$ cat config.mk
export PLATFORM = sky130hd
export DESIGN_NAME = opx_exec
export DESIGN_NICKNAME = d
export VERILOG_FILES = /design/src/rtl/opx_pkg.sv /design/src/rtl/opx_decode.sv /design/src/rtl/opx_alu.sv /design/src/rtl/opx_regfile.sv /design/src/rtl/opx_ccode.sv /design/src/rtl/opx_exec.sv
export SDC_FILE = /design/constraint.sdc
export NUM_CORES = 1
export LEC_CHECK = 0
export BUFFER_PORTS_ARGS = -buffer_cell sky130_fd_sc_hd__buf_2
export CORE_AREA = 2 2 159 114
export CTS_BUF_LIST = sky130_fd_sc_hd__clkbuf_16
export CTS_CLUSTER_DIAMETER = 200
export DETAILED_ROUTE_END_ITERATION = 10
export DIE_AREA = 0 0 161 116
export GPL_ROUTABILITY_DRIVEN = 1
export PLACE_DENSITY = 0.72
export SLEW_MARGIN = 25
export SYNTH_ARGS = -nofsm -noshare
export SYNTH_HDL_FRONTEND = slang
export SYNTH_SLANG_ARGS = --single-unit
$ cat constraint.sdc
create_clock -name clk -period 7.85 [get_ports clk]
set_input_delay 0.785 -clock clk [delete_from_list [all_inputs] [get_ports clk]]
set_output_delay 0.785 -clock clk [all_outputs]
set_load 0.05 [all_outputs]
$ cat src/rtl/opx_pkg.sv
package opx_pkg;
  localparam int unsigned XLEN = 16;
  localparam int unsigned NREG = 8;
  localparam int unsigned RIDX = $clog2(NREG);
  localparam int unsigned LITW = 5;
  localparam int unsigned OPCW = 4;

  localparam logic [OPCW-1:0] OPC_ADD = 4'b0001;
  localparam logic [OPCW-1:0] OPC_AND = 4'b0101;
  localparam logic [OPCW-1:0] OPC_NOT = 4'b1001;

  typedef enum logic [1:0] {
    FN_ADD = 2'd0,
    FN_AND = 2'd1,
    FN_NOT = 2'd2
  } fn_e;

  typedef struct packed {
    logic            we;
    fn_e             fn;
    logic [RIDX-1:0] rd;
    logic [RIDX-1:0] rs1;
    logic [RIDX-1:0] rs2;
    logic            use_lit;
    logic [XLEN-1:0] lit;
  } dec_t;
endpackage

$ cat src/rtl/opx_decode.sv
module opx_decode
  import opx_pkg::*;
(
  input  logic            valid,
  input  logic [XLEN-1:0] insn,
  output dec_t            dec
);
  logic [OPCW-1:0] opc;
  logic            reg_form_ok;

  always_comb begin
    opc         = insn[15:12];
    reg_form_ok = insn[5] | (insn[4:3] == 2'b00);
    dec.rd      = insn[11:9];
    dec.rs1     = insn[8:6];
    dec.rs2     = insn[2:0];
    dec.use_lit = insn[5];
    dec.lit     = {{(XLEN-LITW){insn[LITW-1]}}, insn[LITW-1:0]};
    dec.fn      = FN_ADD;
    dec.we      = 1'b0;
    if (valid) begin
      if (opc == OPC_ADD) begin
        dec.fn = FN_ADD;
        dec.we = reg_form_ok;
      end else if (opc == OPC_AND) begin
        dec.fn = FN_AND;
        dec.we = reg_form_ok;
      end else if (opc == OPC_NOT) begin
        dec.fn = FN_NOT;
        dec.we = (insn[5:0] == 6'b111111);
      end
    end
  end
endmodule

$ cat src/rtl/opx_alu.sv
module opx_alu
  import opx_pkg::*;
(
  input  fn_e             fn,
  input  logic [XLEN-1:0] a,
  input  logic [XLEN-1:0] b,
  output logic [XLEN-1:0] y
);
  always_comb begin
    case (fn)
      FN_ADD:  y = a + b;
      FN_AND:  y = a & b;
      FN_NOT:  y = ~a;
      default: y = '0;
    endcase
  end
endmodule

$ cat src/rtl/opx_regfile.sv
module opx_regfile
  import opx_pkg::*;
(
  input  logic            clk,
  input  logic            rst_n,
  input  logic            we,
  input  logic [RIDX-1:0] waddr,
  input  logic [XLEN-1:0] wdata,
  input  logic [RIDX-1:0] ra_a,
  input  logic [RIDX-1:0] ra_b,
  input  logic [RIDX-1:0] ra_d,
  output logic [XLEN-1:0] rd_a,
  output logic [XLEN-1:0] rd_b,
  output logic [XLEN-1:0] rd_d
);
  logic [XLEN-1:0] mem_q [NREG];

  for (genvar i = 0; i < NREG; i++) begin : g_ent
    logic            en;
    logic [XLEN-1:0] nxt;

    always_comb begin
      en  = we && (waddr == RIDX'(i));
      nxt = en ? wdata : mem_q[i];
    end

    always_ff @(posedge clk or negedge rst_n) begin
      if (!rst_n) mem_q[i] <= '0;
      else        mem_q[i] <= nxt;
    end
  end

  assign rd_a = mem_q[ra_a];
  assign rd_b = mem_q[ra_b];
  assign rd_d = mem_q[ra_d];

  // a write lands in the addressed entry by the following cycle
  a_r8_write_lands: assert property (@(posedge clk) disable iff (!rst_n)
    we |=> (mem_q[$past(waddr)] == $past(wdata)));
endmodule

$ cat src/rtl/opx_ccode.sv
module opx_ccode
  import opx_pkg::*;
(
  input  logic            clk,
  input  logic            rst_n,
  input  logic            upd,
  input  logic [XLEN-1:0] wdata,
  output logic            flag_n,
  output logic            flag_z,
  output logic            flag_p
);
  logic [2:0] cc_q, cc_d;

  always_comb begin
    cc_d = cc_q;
    if (upd) begin
      if (wdata[XLEN-1])       cc_d = 3'b100;
      else if (wdata == '0)    cc_d = 3'b010;
      else                     cc_d = 3'b001;
    end
  end

  always_ff @(posedge clk or negedge rst_n) begin
    if (!rst_n) cc_q <= 3'b010;
    else        cc_q <= cc_d;
  end

  assign {flag_n, flag_z, flag_p} = cc_q;

  // exactly one flag is set at all times
  a_r6_flags_onehot: assert property (@(posedge clk) disable iff (!rst_n)
    $countones(cc_q) == 1);
endmodule

$ cat src/rtl/opx_exec.sv
module opx_exec
  import opx_pkg::*;
(
  input  logic            clk,
  input  logic            rst_n,
  input  logic            insn_valid,
  input  logic [15:0]     insn,
  input  logic [2:0]      dbg_sel,
  output logic [15:0]     dbg_data,
  output logic            flag_neg,
  output logic            flag_zero,
  output logic            flag_pos
);
  dec_t            dec;
  logic [XLEN-1:0] src_a, src_b, op_b, result;

  opx_decode u_dec (
    .valid (insn_valid),
    .insn  (insn),
    .dec   (dec)
  );

  opx_regfile u_rf (
    .clk   (clk),
    .rst_n (rst_n),
    .we    (dec.we),
    .waddr (dec.rd),
    .wdata (result),
    .ra_a  (dec.rs1),
    .ra_b  (dec.rs2),
    .ra_d  (dbg_sel),
    .rd_a  (src_a),
    .rd_b  (src_b),
    .rd_d  (dbg_data)
  );

  assign op_b = dec.use_lit ? dec.lit : src_b;

  opx_alu u_alu (
    .fn (dec.fn),
    .a  (src_a),
    .b  (op_b),
    .y  (result)
  );

  opx_ccode u_cc (
    .clk    (clk),
    .rst_n  (rst_n),
    .upd    (dec.we),
    .wdata  (result),
    .flag_n (flag_neg),
    .flag_z (flag_zero),
    .flag_p (flag_pos)
  );

  // a well-formed inversion always writes
  a_r5_not_writes: assert property (@(posedge clk) disable iff (!rst_n)
    (insn_valid && insn[15:12] == 4'b1001 && insn[5:0] == 6'h3f) |-> dec.we);

  // a malformed register-form add never writes
  a_r7_bad_regform: assert property (@(posedge clk) disable iff (!rst_n)
    (insn_valid && insn[15:12] == 4'b0001 && !insn[5] && insn[4:3] != 2'b00)
    |-> !dec.we);

  // an unassigned opcode leaves the flags unchanged
  a_r7_flags_hold: assert property (@(posedge clk) disable iff (!rst_n)
    (insn_valid && insn[15:12] == 4'b0011)
    |=> $stable({flag_neg, flag_zero, flag_pos}));

  // the negative flag follows the sign of the value just written
  a_r6_sign_flag: assert property (@(posedge clk) disable iff (!rst_n)
    dec.we |=> (flag_neg == $past(result[XLEN-1])));
endmodule

==> results.sh, run 1 <==
export IMPL_area_growth_pct=8.871
export IMPL_drtIter0Drc=780
export IMPL_grt_overflow=0
export IMPL_crit_path_start_kind="input pin"
export IMPL_htree_num_levels=4
export IMPL_crit_slowest_cell="nor4bb_2"
export IMPL_relSlewSlack_pct=30.17
export IMPL_pin_count=41
export IMPL_max_stage_delay_ns=0.75
export IMPL_grt_pass1_vias=7258
export IMPL_die_height_um=116
export IMPL_tightest_slew_ns=1.047
export IMPL_status="finished clean"
export IMPL_powerDensity_nw_per_um2=227.0
export IMPL_cts_tree="done"
export IMPL_grt_usage_pct=30.01
export IMPL_rsz0062_at_grt="false"
export IMPL_hpwlAfterDp_mm=17.24
export IMPL_setup_viol=0
export IMPL_async_flop_share_pct=100.0
export IMPL_critPathMaxFanout=33
export IMPL_dieWidth_um=161
export IMPL_synth_top_area_share_pct=35.05
export IMPL_crit_type="input pin to register"
export IMPL_grt_pass1_wl_mm=42.07
export IMPL_syn_area_um2=9280
export IMPL_wirelength_mm=26.38
export IMPL_drive_gt1_share_pct=36.76
export IMPL_fin_crit_sh_pct=64.82
export IMPL_cp_end_kind="register"
export IMPL_critPathLaunch="insn[8]"
export IMPL_r2r_end="u_cc.cc_q[0]"
export IMPL_setup_tns_final_ns=0
export IMPL_coreArea_um2=17020
export IMPL_crit_chain="buf_2 -> and2b_1 -> a2111oi_0 -> a211oi_2 -> ha_1 -> fa_1 -> a211oi_2 -> nor2_1 -> or3_4 -> o2111a_1 -> a21oi_1 -> nor4bb_2 -> or3b_1 -> o21a_1"
export IMPL_hold_viol=0
export IMPL_rows=40
export IMPL_min_period_ns=5.088
export IMPL_finalClockSkew_ns=0.008840
export IMPL_start_util_pct=54.54
export IMPL_post_cts_buffers=0
export IMPL_port_buffers=40
export IMPL_cts_buffer_depth=2
export IMPL_antenna_found_initial=0
export IMPL_place_gp_congestion=0.9797
export IMPL_numCtsBuffers=17
export IMPL_synth_cell_types=80
export IMPL_cp_data_arrival_time_ns=5.45
export IMPL_avgRoutedWirePerCell_um=25.38
export IMPL_fmax_mhz=196.5
export IMPL_cts_sinks=131
export IMPL_yosys_warnings=0
export IMPL_vias=7127
export IMPL_synth_edf_count=0
export IMPL_grt_max_degree=81
export IMPL_synth_flop_cell="dfrtp_1"
export IMPL_clockRootBuffer="clkbuf_16"
export IMPL_yosysTopAreaCell="dfrtp_1"
export IMPL_r2r_slack_ns=3.50
export IMPL_cts_resized=0
export IMPL_path_clk_slew_ns=0.06
export IMPL_r2r_start="u_rf.mem_q[112]"
export IMPL_die_area_um2=18680
export IMPL_maxCapViolCount=0
export IMPL_ctsHoldBuffers=0
export IMPL_place_ws_ns=2.244
export IMPL_cp_required_ns=8.21
export IMPL_syn_area_per_cell_um2=11.69
export IMPL_synthTopCellsByArea="dfrtp_1 (35%), mux4_2 (23%), mux2_2 (12%)"
export IMPL_drc=0
export IMPL_final_area_um2=10100
export IMPL_nets=836
export IMPL_synthTopCellsByCount="dfrtp_1 (130), mux2_2 (102), mux4_2 (93)"
export IMPL_viasPerCell=6.859
export IMPL_clock_latency_ns=0.42
export IMPL_cp_endpoint="u_cc.cc_q[0]"
export IMPL_ys_seq_area_share_pct=35.34
export IMPL_yosysMostFrequentCell="dfrtp_1"
export IMPL_crit_buf_inv=1
export IMPL_ir_drop_v=0.0001325
export IMPL_critPathTopFamily="simple AND/OR/NAND/NOR gates"
export IMPL_syn_inst=794
export IMPL_first_pass_iters=5
export IMPL_r2r_cells=13
export IMPL_worst_path_stages=14
export IMPL_postRouteAntennaNets=0
export IMPL_postPlaceCellArea_um2=9542
export IMPL_min_path_type="input pin to asynchronous set/reset pin"
export IMPL_path_common_cell="a211oi_2"
export IMPL_drv_slew=0
export IMPL_synth_fp_nets=833
export IMPL_synth_seq_cells=131
export IMPL_insertedDiodeCount=0
export IMPL_p_leak_nw=4.372
export IMPL_fin_ws_ns=2.762
-- layout make-up --
| type | count | area [um^2] |
|---|---|---|
| timing repair buffer | 50 | 281.5 |
| sequential | 131 | 3279 |
| inverter | 3 | 11.26 |
| fill | 1377 | 6913 |
| clock inverter | 13 | 122.6 |
| clock buffer | 17 | 425.4 |
| tap | 231 | 289.0 |
| multi-input combinational | 594 | 5694 |
-- worst min path at each step --
stage / from / endpoint / slack [ns] / cells past startpoint
floorplan: u_rf.mem_q[17] / u_rf.mem_q[17] / 0.47 / 2
global placement: u_cc.cc_q[2] / u_cc.cc_q[2] / 0.49 / 1
detailed placement: u_cc.cc_q[2] / u_cc.cc_q[2] / 0.50 / 1
CTS: rst_n / u_rf.mem_q[0] / 0.43 / 1
global route: rst_n / u_rf.mem_q[32] / 0.47 / 1
finish: rst_n / u_rf.mem_q[32] / 0.41 / 1
-- worst reg2reg max path, stage by stage, from the launching register on --
cell and delay, ns:
dfrtp_1 0.42, and2b_1 0.17, a2111oi_0 0.56, a211oi_2 0.11, ha_1 0.29, fa_1 0.49
a211oi_2 0.35, nor2_1 0.13, or3_4 0.37, o2111a_1 0.16, a21oi_1 0.14, nor4bb_2 0.75
or3b_1 0.25, o21a_1 0.13
-- logic make-up after synthesis --
logic type | Yosys count | share of synthesized area (%)
AND/OR/NAND/NOR | 209 | 11.03
adder cells (fa/ha/maj) | 17 | 2.373
XOR/XNOR | 6 | 0.5663
multiplexers | 202 | 35.93
AO/OA/AOI/OAI | 160 | 11.37
buffers and inverters | 69 | 3.398
flip-flops | 131 | 35.34
-- flip-flops by register name (all words and copies together) (netlist names) --
signal	flops
u_rf.mem_q	128
u_cc.cc_q	3
-- through the flow --
step	utilization, %	hold slack [ns]	std cells	total power, W
floorplan	-	0.4744	794	0.001353
global placement	56.04	0.4863	1008	0.001504
detailed placement	56.07	0.5025	1008	0.001534
CTS	59.29	0.4264	1038	0.002294
global route	59.38	0.4662	1039	0.002405
finish	59.38	0.4060	1039	0.002293
-- cells in the final DEF (no fill, tap or decap), types with 7 or more instances in the layout --
| master | n |
|---|---|
| nor3_1 | 7 |
| nor2b_1 | 17 |
| a211oi_1 | 14 |
| ha_1 | 16 |
| clkbuf_16 | 17 |
| a21oi_1 | 20 |
| mux4_2 | 93 |
| nand2_1 | 91 |
| buf_2 | 38 |
| nor2_1 | 42 |
| o21ai_0 | 72 |
| mux2_2 | 102 |
| buf_4 | 10 |
| dfrtp_1 | 130 |
-- where the power goes --
group          internal (W)  total [W]  leakage, nW  switching [W]
logic              0.000298   0.000683         2.33       0.000386
clock network      0.000457   0.000757        0.262       0.000300
registers          0.000762   0.000853         1.78      0.0000911
total               0.00152    0.00229         4.37       0.000777
-- layer usage --
layer | up-vias | routed length, um | GRT usage, %
li1 | 3061 | - | -
met1 | 3662 | 11200 | 42.30
met2 | 360 | 11850 | 45.64
met3 | 44 | 2718 | 8.232
met4 | 0 | 614 | 10.12
met5 | - | 0 | 0
(Power assumes the default switching activity.)
==> run 2, diff against run 1 <==
==> constraint.sdc (replaced) <==
create_clock -name clk -period 4.9 [get_ports clk]
set_input_delay 0.49 -clock clk [delete_from_list [all_inputs] [get_ports clk]]
set_output_delay 0.49 -clock clk [all_outputs]
set_load 0.05 [all_outputs]
==> results.sh, run 2 (synthesized netlist as in run 1, its figures left out) <==
export IMPL_finalClockSkew_ns=0.009701
export IMPL_setup_viol=0
export IMPL_numCtsBuffers=17
export IMPL_cts_buffer_depth=2
export IMPL_rows=40
export IMPL_cp_data_arrival_time_ns=4.60
export IMPL_clock_latency_ns=0.43
export IMPL_place_gp_congestion=0.9965
export IMPL_vias=7373
export IMPL_drc=0
export IMPL_p_comb_share_pct=29.6
export IMPL_powerDensity_nw_per_um2=378.2
export IMPL_min_period_ns=4.279
export IMPL_clock_power_share_pct=35.6
export IMPL_path_clk_slew_ns=0.06
export IMPL_viasPerCell=6.962
export IMPL_hpwlAfterDp_mm=18.65
export IMPL_dieWidth_um=161
export IMPL_drive_gt1_share_pct=38.65
export IMPL_clockRootBuffer="clkbuf_16"
export IMPL_crit_slowest_cell="a221oi_1"
export IMPL_cts_resized=0
export IMPL_wirelength_mm=27.69
export IMPL_max_stage_delay_ns=0.57
export IMPL_die_height_um=116
export IMPL_start_util_pct=54.54
export IMPL_postRouteAntennaNets=0
export IMPL_largest_reg_flops=128
export IMPL_r2r_end="u_cc.cc_q[0]"
export IMPL_critPathMaxFanout=4
export IMPL_fin_crit_sh_pct=87.33
export IMPL_crit_type="register to register"
export IMPL_critPathTopFamily="compound AO/OA/AOI/OAI gates"
export IMPL_p_total_w=0.003918
export IMPL_r2r_start="u_rf.mem_q[112]"
export IMPL_switching_share_pct=33.00
export IMPL_first_pass_iters=5
export IMPL_setup_tns_final_ns=0
export IMPL_grt_overflow=0
export IMPL_utilization_pct=60.88
export IMPL_tightest_slew_ns=1.071
export IMPL_grt_pass1_wl_mm=43.72
export IMPL_min_path_type="input pin to asynchronous set/reset pin"
export IMPL_avgRoutedWirePerCell_um=26.14
export IMPL_cts_sinks=131
export IMPL_cp_required_ns=5.22
export IMPL_crit_chain="and2b_1 -> a2111oi_0 -> a211oi_2 -> ha_1 -> fa_1 -> a211oi_2 -> o21ai_1 -> a21oi_2 -> xnor2_1 -> a221oi_1 -> nor4b_1 -> nand4_1 -> o21a_1"
export IMPL_crit_path_start_kind="register"
export IMPL_fmax_mhz=233.7
export IMPL_insertedDiodeCount=0
export IMPL_place_ws_ns=0.3160
export IMPL_grt_max_degree=50
export IMPL_status="finished clean"
export IMPL_r2r_cells=13
export IMPL_port_buffers=40
export IMPL_p_leak_nw=4.523
export IMPL_p_sw_w=0.001293
export IMPL_rsz0062_at_grt="false"
export IMPL_grt_pass1_vias=7508
export IMPL_r2r_slack_ns=0.62
export IMPL_hold_viol=0
export IMPL_post_cts_buffers=0
export IMPL_antenna_found_initial=1
export IMPL_die_area_um2=18680
export IMPL_cts_tree="done"
export IMPL_power_frac_seq_pct=34.8
export IMPL_path_common_cell="a211oi_2"
export IMPL_cp_end_kind="register"
export IMPL_intPower_w=0.002625
export IMPL_htree_num_levels=4
export IMPL_nFillCells=1351
export IMPL_ir_drop_v=0.0002656
export IMPL_fin_ws_ns=0.6208
export IMPL_grt_usage_pct=31.47
export IMPL_coreArea_um2=17020
export IMPL_reg_top3="u_rf.mem_q: 128 flops, u_cc.cc_q: 3 flops"
export IMPL_maxCapViolCount=0
export IMPL_drtIter0Drc=1019
export IMPL_nets=855
export IMPL_mostFrequentLayoutCells="dfrtp_1 (130), mux2_2 (102), mux4_2 (93)"
export IMPL_crit_buf_inv=0
export IMPL_drv_slew=0
export IMPL_mostFrequentLayoutCell="dfrtp_1"
export IMPL_area_growth_pct=11.64
export IMPL_ctsHoldBuffers=0
export IMPL_largest_register="u_rf.mem_q"
export IMPL_relSlewSlack_pct=28.61
export IMPL_pin_count=41
-- run 2: cell types whose count changed in the layout (fill, tap and decap cells not counted), sizes merged --
| cell | before | now |
|---|---|---|
| bufinv | 2 | 5 |
| buf | 49 | 68 |
| clkinv | 5 | 7 |
| clkinvlp | 4 | 1 |
| inv | 5 | 4 |
-- run 2: power by group through the flow --
stage	logic, W	registers (W)	clock network [W]
2_1_floorplan	0.000820	0.00135	0
3_3_place_gp	0.00111	0.00136	0
3_5_place_dp	0.00114	0.00138	0
4_1_cts	0.00114	0.00136	0.00141
5_1_grt	0.00124	0.00138	0.00146
6_report	0.00116	0.00136	0.00139
-- run 2: layout make-up --
class	instances	area [um^2]	share of cell area (%)
clock buffers	17	425.4	4.106
clock inverters	14	211.5	2.041
inverters	3	11.26	0.1087
multi-input cells	594	5688	54.90
flip-flops and latches	131	3279	31.65
well taps	231	289.0	2.790
repair buffers	69	455.4	4.396
-- run 2: per-stage QoR --
step	hold WS (ns)	area [um^2]	cells
after floorplan	0.1944	9280	794
after global placement	0.4909	9716	1027
after detailed placement	0.4943	9718	1027
after CTS	0.09966	10350	1058
after global routing	0.1222	10360	1059
final	0.08575	10360	1059
-- run 2: routing by layer --
| layer | GRT usage, % | up-vias | wire (um) |
|---|---|---|---|
| li1 | - | 3103 | - |
| met1 | 42.27 | 3769 | 11280 |
| met2 | 47.93 | 428 | 12540 |
| met3 | 9.950 | 71 | 2941 |
| met4 | 13.57 | 2 | 892 |
| met5 | 0 | - | 23 |
-- run 2: worst max-delay path by stage --
stage | startpoint | to | slack, ns | cells after the start
finish | u_rf.mem_q[112] | u_cc.cc_q[0] | 0.62 | 13
global route | insn[0] | u_rf.mem_q[94] | 0.34 | 14
global placement | insn[0] | u_cc.cc_q[0] | 0.22 | 14
detailed placement | insn[7] | u_cc.cc_q[0] | 0.32 | 14
CTS | u_rf.mem_q[112] | u_cc.cc_q[0] | 0.71 | 13
floorplan | insn[0] | u_cc.cc_q[1] | 0.32 | 15
-- run 2: worst reg2reg max path: stages (launching register included) --
cell,delay [ns]
dfrtp_1,0.41
and2b_1,0.17
a2111oi_0,0.53
a211oi_2,0.11
ha_1,0.29
fa_1,0.50
a211oi_2,0.39
o21ai_1,0.19
a21oi_2,0.20
xnor2_1,0.09
a221oi_1,0.57
nor4b_1,0.31
nand4_1,0.20
o21a_1,0.22
